<file path="config.mk">
export PLATFORM = sky130hd
export DESIGN_NAME = hdlc_addr_filter
export DESIGN_NICKNAME = d
export VERILOG_FILES = /design/src/rtl/hdlc_af_pkg.sv /design/src/rtl/hdlc_af_regs.sv /design/src/rtl/hdlc_af_match.sv /design/src/rtl/hdlc_af_cnt.sv /design/src/rtl/hdlc_addr_filter.sv
export SDC_FILE = /design/constraint.sdc
export NUM_CORES = 1
export LEC_CHECK = 0
export BUFFER_PORTS_ARGS = -buffer_cell sky130_fd_sc_hd__buf_2
export CAP_MARGIN = 5
export CORE_ASPECT_RATIO = 0.8
export CORE_UTILIZATION = 58
export DETAILED_ROUTE_END_ITERATION = 8
export PLACE_DENSITY_LB_ADDON = 0.15
export RECOVER_POWER = 100
export SLEW_MARGIN = 25
export SYNTH_ARGS = -nofsm -noshare
export SYNTH_HDL_FRONTEND = slang
export SYNTH_SLANG_ARGS = --single-unit
</file>
<file path="constraint.sdc">
create_clock -name clk -period 2.8 [get_ports clk]
set_clock_uncertainty 0.05 [all_clocks]
set_input_delay 0.28 -clock clk [delete_from_list [all_inputs] [get_ports clk]]
set_output_delay 0.28 -clock clk [all_outputs]
set_load 0.1 [all_outputs]
</file>
<file path="src/rtl/hdlc_af_pkg.sv">
package hdlc_af_pkg;
  localparam int ADDR_W = 16;
  localparam int BYTE_W = 8;

  typedef enum logic [1:0] {
    S_IDLE  = 2'd0,
    S_ADDR2 = 2'd1,
    S_PASS  = 2'd2,
    S_DROP  = 2'd3
  } filt_state_t;
endpackage

</file>
<file path="src/rtl/hdlc_af_regs.sv">
module hdlc_af_regs
  import hdlc_af_pkg::*;
#(
  parameter int N_ADDR = 4,
  parameter int SEL_W  = $clog2(N_ADDR + 1)
) (
  input  logic                           clk,
  input  logic                           rst,
  input  logic                           we,
  input  logic [SEL_W-1:0]               sel,
  input  logic [ADDR_W-1:0]              wdata,
  output logic [ADDR_W-1:0]              mask,
  output logic [N_ADDR-1:0][ADDR_W-1:0]  slots
);
  always_ff @(posedge clk) begin
    if (rst) mask <= '1;
    else if (we && sel == '0) mask <= wdata;
  end

  for (genvar i = 0; i < N_ADDR; i++) begin : g_slot
    always_ff @(posedge clk) begin
      if (rst) slots[i] <= '0;
      else if (we && sel == SEL_W'(i + 1)) slots[i] <= wdata;
    end
  end
endmodule

</file>
<file path="src/rtl/hdlc_af_match.sv">
module hdlc_af_match
  import hdlc_af_pkg::*;
#(
  parameter int N_ADDR = 4
) (
  input  logic [ADDR_W-1:0]              addr,
  input  logic [ADDR_W-1:0]              mask,
  input  logic [N_ADDR-1:0][ADDR_W-1:0]  slots,
  output logic                           any_hit
);
  logic [N_ADDR-1:0] hit;

  for (genvar i = 0; i < N_ADDR; i++) begin : g_cmp
    assign hit[i] = ((addr ^ slots[i]) & mask) == '0;
  end

  assign any_hit = |hit;
endmodule

</file>
<file path="src/rtl/hdlc_af_cnt.sv">
module hdlc_af_cnt #(
  parameter int CNT_W = 16
) (
  input  logic             clk,
  input  logic             rst,
  input  logic             clr,
  input  logic             inc,
  output logic [CNT_W-1:0] count
);
  localparam logic [CNT_W-1:0] TOP = '1;

  always_ff @(posedge clk) begin
    if (rst || clr)              count <= '0;
    else if (inc && count != TOP) count <= count + 1'b1;
  end
endmodule

</file>
<file path="src/rtl/hdlc_addr_filter.sv">
module hdlc_addr_filter
  import hdlc_af_pkg::*;
#(
  parameter int N_ADDR = 4,
  parameter int CNT_W  = 16,
  localparam int SEL_W = $clog2(N_ADDR + 1)
) (
  input  logic              clk,
  input  logic              rst,
  input  logic              cfg_we,
  input  logic [SEL_W-1:0]  cfg_sel,
  input  logic [15:0]       cfg_wdata,
  input  logic              cnt_clr,
  input  logic              rx_valid,
  input  logic              rx_sof,
  input  logic [7:0]        rx_data,
  input  logic              rx_eof,
  input  logic              rx_good,
  output logic              out_valid,
  output logic [7:0]        out_data,
  output logic              out_last,
  output logic [CNT_W-1:0]  nm_count
);
  logic [ADDR_W-1:0]             mask;
  logic [N_ADDR-1:0][ADDR_W-1:0] slots;
  logic [BYTE_W-1:0]             hold;
  logic                          any_hit;
  logic                          cnt_inc;
  filt_state_t                   st;

  hdlc_af_regs #(.N_ADDR(N_ADDR), .SEL_W(SEL_W)) u_regs (
    .clk(clk), .rst(rst), .we(cfg_we), .sel(cfg_sel), .wdata(cfg_wdata),
    .mask(mask), .slots(slots)
  );

  // first byte is the low half of the address
  hdlc_af_match #(.N_ADDR(N_ADDR)) u_match (
    .addr({rx_data, hold}), .mask(mask), .slots(slots), .any_hit(any_hit)
  );

  assign cnt_inc = rx_eof && rx_good && (st == S_DROP);

  hdlc_af_cnt #(.CNT_W(CNT_W)) u_cnt (
    .clk(clk), .rst(rst), .clr(cnt_clr), .inc(cnt_inc), .count(nm_count)
  );

  always_ff @(posedge clk) begin
    if (rst) begin
      st        <= S_IDLE;
      hold      <= '0;
      out_valid <= 1'b0;
      out_data  <= '0;
      out_last  <= 1'b0;
    end else begin
      out_valid <= 1'b0;
      out_last  <= 1'b0;
      if (rx_eof) begin
        if (st == S_PASS) begin
          out_valid <= 1'b1;
          out_data  <= hold;
          out_last  <= 1'b1;
        end
        st <= S_IDLE;
      end else if (rx_valid && rx_sof) begin
        hold <= rx_data;
        st   <= S_ADDR2;
      end else if (rx_valid) begin
        case (st)
          S_ADDR2: begin
            if (any_hit) begin
              out_valid <= 1'b1;
              out_data  <= hold;
              hold      <= rx_data;
              st        <= S_PASS;
            end else begin
              st <= S_DROP;
            end
          end
          S_PASS: begin
            out_valid <= 1'b1;
            out_data  <= hold;
            hold      <= rx_data;
          end
          default: ;
        endcase
      end
    end
  end
endmodule

</file>
# Word level (Yosys, flattened, before mapping)
# Cells that the tools add are included.
# word_totals
reg_bits,116
output_inout_bits,26
# classes
addsub,1
n_eq_ne,12
n_mux,20
bitwise_logic,9
reduce_logical,28
# ops
op,n
$and 16x16->16,4
$logic_not 16->1,4
$mux 8,8
$xor 16x16->16,4
$pmux 8 s2,2
$add 16x1->16 const B,1
$ne 16x16->1 const B,1
$logic_and 1x1->1,9
$mux 1,9
$reduce_bool 2->1,4
$eq 3x2->1 const B,2
$ne 3x3->1 const B,2
$reduce_and 5->1,1
$eq 2x2->1 const B,2
$reduce_and 2->1,2
$reduce_and 4->1,1
$reduce_or 2->1,2
$reduce_or 4->1,1
$eq 3x1->1 const B,1
$eq 3x3->1 const B,1
$logic_not 3->1,1
$reduce_bool 3->1,1
$reduce_or 3->1,1
$eq 2x1->1 const B,1
other kinds (5),5

# Logic depth before layout (Yosys ltp)
# depth
word_depth,9
mapped_depth,8
mapped_depth_nobuf,8

# Cells and area by module
# Synthesis repeated with hierarchy kept, for this count alone.
# unflattened
cells_unflattened,593
hier_area_um2,5883.1
# modules_own_cells
module,instances,cells_per_inst,area_per_inst_um2
hdlc_af_regs,1,299,3250.6
hdlc_addr_filter,1,92,909.6
hdlc_af_match,1,107,875.8
hdlc_af_cnt,1,95,847.1

# Worst setup path before layout
# OpenSTA, ideal clock, no wires.
# synth_timing
path_type,reg2reg
start,reg u_cnt.count[4]
end,reg u_cnt.count[12]
setup_ps,122
t_arrival_ps,2349
required_ps,2628
setup_slack_ps,278
path_stages_with_launch,8
n_path_buf,0
period_less_slack_ps,2522
cell_sequence,dfxtp_1 -> and4_1 -> nand3_1 -> o21ai_0 -> nor2_1 -> nand3_1 -> xor2_1 -> nor2_1
# synth_via
elab_chain_len,2
elab_cells_between_ends,3
cone_classes,1 x add/sub; 1 x eq/ne; 1 x reduce/logical
# synth_lines
item,line_no,source
from (decl),hdlc_af_cnt.sv:8,output logic [CNT_W-1:0] count
from (signal assigned),hdlc_af_cnt.sv:14,else if (inc && count != TOP) count <= count + 1'b1;
branches (longest 2 deep; another with $add 16x1->16),--,
# Several ways; the timed one is not identified.
# A chain may end at the register's enable or synchronous reset.

# Worst setup path in the final report
# layout_timing
start,reg hold[3]
end,reg hold[7]
# layout_via
elab_chain_len,6
elab_cells_between_ends,15
cone_classes,1 x eq/ne; 8 x bitwise; 6 x reduce/logical
# layout_lines
item,line_no,source
from (decl),hdlc_addr_filter.sv:26,logic [BYTE_W-1:0] hold;
from (signal assigned),hdlc_addr_filter.sv:65,hold <= rx_data;
from (signal assigned),hdlc_addr_filter.sv:73,hold <= rx_data;
from (signal assigned),hdlc_addr_filter.sv:82,hold <= rx_data;
$xor 16x16->16,hdlc_af_match.sv:14,assign hit[i] = ((addr ^ slots[i]) & mask) == '0;
$and 16x16->16,hdlc_af_match.sv:14,
$logic_not 16->1,hdlc_af_match.sv:14,
$reduce_or 4->1 *,hdlc_af_match.sv:17,assign any_hit = |hit;
$ne 3x3->1 (no line) *,--,
$reduce_and 4->1 (no line) *,--,
# Mark *: on every way between the ends. The rest lies on a longest branch, timed or not.

==> results.md <==
* Combinational cell fraction of total power at 7.0%
* Largest net degree at the start of global routing at 61
* Summed area of non-filler cells in the final layout at 6160 sq um
* Int Power at 3.09 mW
* Final wirelength at 14.4 mm
* Post-synthesis sequential element count at 116
* Reg power frac at 43.0%
* Nature of the critical path startpoint: flop
* Sum of internal, switching and leakage power at 4.01 mW
* Transition time at the pin with the least slew margin at approximately 1200 ps
* Final cell count without fillers at 814
* Die span in x at 110 um
* Largest buffer count on any clock path at 2
* Synthesized net count at between 600 and 700
* Fraction of the cycle the final worst path needs at between 90 and 100%
* Maximum operating frequency at 392 MHz
* Buffers on Ports at 60
* Number of placed I/O pins at 61
* Final Hold Fails at 0
* Total inserted antenna cells at 0
* Final-stage net count at 727
* Clock tree from TritonCTS: done
* Iteration-0 DRC Markers at about 470
* Layout overhead on the synthesized area at 14.0%
* Core footprint at 9040 sq um
* Antenna Violating Nets Remaining at 0
* Clk_lat worst skew at 410 ps
* Category of the worst setup path capture point: flop
* Number of buffers inserted to repair setup after CTS at 0
* Net switching fraction of the power at 23.0%
* Run status: completed
* Num Clock Sinks at 116
* Number of buffer and inverter stages on the critical path at 0
* Setup repair after global routing missed its margin: no
* Full die area at ~10000 sq um
* Row Count at 31
* Category of cells accounting for the largest share of critical-path delay: compound AO/OA/AOI/OAI gates
* Syn_area_per_cell at 8.31 sq um
* Post-Place Setup Slack at 436 ps
* Global routing usage summed across all routing layers at around a third
* Total Negative Setup Slacks at 0 ps
* Initial core utilization at 59.8%
* Final worst setup slack at between 200 and 250 ps
* Final core utilization at 68.2%
* Tmin final at 2550 ps
* Switching power of the nets at 923 uW
* Half-perimeter wire length after placement at 9.69 mm
* WHS at 55.9 ps
* Startpoint-to-endpoint class of the critical path: reg2reg
* Number of buffers inserted by hold repair at cts at 0
* Root Buffer Master: clkbuf_16
* Num CTS Buffers at 17
* Area of the mapped netlist at approximately 5400 sq um
* WP data required at slightly above 3000 ps
* Maximum fanout along the worst path at 8
* Worst reg2reg startpoint: hold[3]
* DRC viols at 0
* Number of warnings printed during yosys synthesis at 0
* Via count of the first global-routing pass at 4243
* MaxCap Viol Count at 0
* Startpoint of the most critical hold path: rx_eof
* Static leakage at around 2.5 nW
* Sequential fraction of the synthesis area at 42.9%
* First-pass DRT Iterations at 5
* Max-slew violations at 0
* Number of instances in the synthesized netlist at ~650
* Power per Cell Area at about 650 nW/um^2
* Number of unique standard cell types used by synthesis at 38
* Cell-by-cell trace of the critical path: xor2_1 -> a22oi_1 -> nand4_1 -> o22ai_1 -> nor2_1 -> a311oi_4 -> mux2i_1
* Slowest-stage cell, CP: a311oi_4
* Level count of the clock H-tree at 4
* CTS clk-pin slew, worst paths at roughly 50 ps
* Final Wtd Congestion at around 0.9
* Wire length of the first global-routing pass at between 20 and 25 mm
* Number of setup violations in the final report at 0
* Slew margin rel. at 21.9%
* Worst setup path start: hold[3]
* Worst ir drop on vdd at 0.000625 V
* Antenna violations before repair at 0
* HP Class: in2reg
* Drt via density at 5.78
* Placement Cell Area at 5660 sq um
* Clock share of power at approximately half
* Remaining Overflow, GRT at 0
* Number of instances resized during post-cts repair at 0
* Layout cell share with drive strength beyond 1 at 9.59%
* Number of placed cells counting well taps at a little under 800
* Vias post-DR at between 4000 and 5000
* Slowest cell delay on critical path at roughly 660 ps
* Die span in y at 88.4 um
* Routed wire length per instance at 17.7 um
* Arr. time, crit path at 2830 ps
metal layers:
layer,global-route usage (%),wire length (um)
met2,47.0,6370
met1,44.8,6490
met4,12.2,206
met5,0,0
met3,7.00,1380
flip-flops by register name, indices dropped and copies added (netlist names):
signal	cells
out_last	1
out_valid	1
u_regs.mask	16
u_regs.slots	64
out_data	8
hold	8
u_cnt.count	16
st	2
synthesized netlist by cell type:
| library cell | n | share of area [%] |
|---|---|---|
| a22oi_1 | 32 | 4.4 |
| xnor2_1 | 4 | 0.65 |
| nor2_2 | 1 | 0.12 |
| nand3b_1 | 16 | 2.2 |
| buf_6 | 6 | 1.2 |
| a2111oi_0 | 1 | 0.16 |
| o21ai_2 | 1 | 0.16 |
| nand2_1 | 170 | 12 |
| dfxtp_1 | 116 | 43 |
| a211o_1 | 1 | 0.16 |
| nor2_1 | 24 | 1.7 |
| buf_1 | 1 | 0.069 |
| nand3_1 | 10 | 0.93 |
| nor3b_1 | 1 | 0.14 |
| xor2_1 | 75 | 12 |
| and2_1 | 1 | 0.12 |
| nand4_1 | 12 | 1.4 |
| or3_1 | 1 | 0.12 |
| or2b_1 | 1 | 0.14 |
| o21ai_0 | 4 | 0.37 |
| nor3_1 | 5 | 0.46 |
| nor2b_1 | 1 | 0.12 |
| clkbuf_1 | 30 | 2.1 |
| ha_1 | 4 | 0.93 |
| a311oi_4 | 1 | 0.49 |
| o211ai_1 | 1 | 0.14 |
| a21o_1 | 1 | 0.14 |
| or2b_2 | 1 | 0.16 |
| a21oi_1 | 66 | 6.1 |
| buf_2 | 8 | 0.74 |
| and4_1 | 2 | 0.32 |
| o22ai_2 | 2 | 0.46 |
| and3_1 | 3 | 0.35 |
| o22a_1 | 1 | 0.16 |
| mux2i_1 | 16 | 3.0 |
| or2_2 | 3 | 0.35 |
| inv_1 | 4 | 0.28 |
| nand2b_1 | 24 | 2.8 |
power groups by stage:
| stage | sequential [mW] | combinational [mW] | clock [mW] |
|---|---|---|---|
| final | 1.73 | 0.282 | 2.00 |
| after global routing | 1.73 | 0.307 | 2.11 |
| after CTS | 1.72 | 0.279 | 2.03 |
| after detailed placement | 1.76 | 0.275 | 0 |
| after global placement | 1.76 | 0.270 | 0 |
| after floorplan | 1.74 | 0.199 | 0 |
kinds of logic (layout without fill, tap and decap cells):
logic type,after synthesis,in the layout,share of synthesized area (%)
simple gates,276,276,23.2
flops,116,116,42.9
compound gates,111,111,12.8
xor+xnor,79,79,12.8
buf+inv,49,97,4.42
mux,16,16,2.96
fa+ha+maj,4,4,0.926
worst register-to-register path, delay by kind of cell, from the launching register on:
kind / cells / cell delay, ps
flip-flops: 1 / 540
multiplexers: 1 / 290
AND/OR/NAND/NOR: 2 / 280
AO/OA/AOI/OAI: 3 / 1140
XOR/XNOR: 1 / 150
cells in the final DEF (no fill, tap or decap), types with 5 or more instances in the layout:
| cell type | synthesis | layout |
|---|---|---|
| nor3_1 | 5 | 5 |
| mux2i_1 | 16 | 16 |
| nand3_1 | 10 | 10 |
| nand3b_1 | 16 | 16 |
| nand4_1 | 12 | 12 |
| nand2b_1 | 24 | 24 |
| buf_2 | 8 | 33 |
| a22oi_1 | 32 | 32 |
| clkbuf_1 | 30 | 32 |
| a21oi_1 | 66 | 66 |
| dfxtp_1 | 116 | 116 |
| xor2_1 | 75 | 75 |
| clkbuf_16 | 0 | 17 |
| nor2_1 | 24 | 25 |
| nand2_1 | 170 | 170 |
final timing paths:
path	endpoint	slack, ps	cells past startpoint
worst max-delay path	hold[7]	250	7
worst min-delay path	st[0]	60	2
worst max register to register	hold[7]	250	7
worst min register to register	u_regs.slots[55]	420	2
layout make-up:
class	count	area, sq um
inverter	4	15.0
clock inverter	5	50.0
multi-input combinational	486	2840
sequential	116	2320
fill	765	2880
clock buffer	25	495
tap	115	144
timing repair buffer	63	298
No activity file was read; power rests on OpenSTA's default activity.
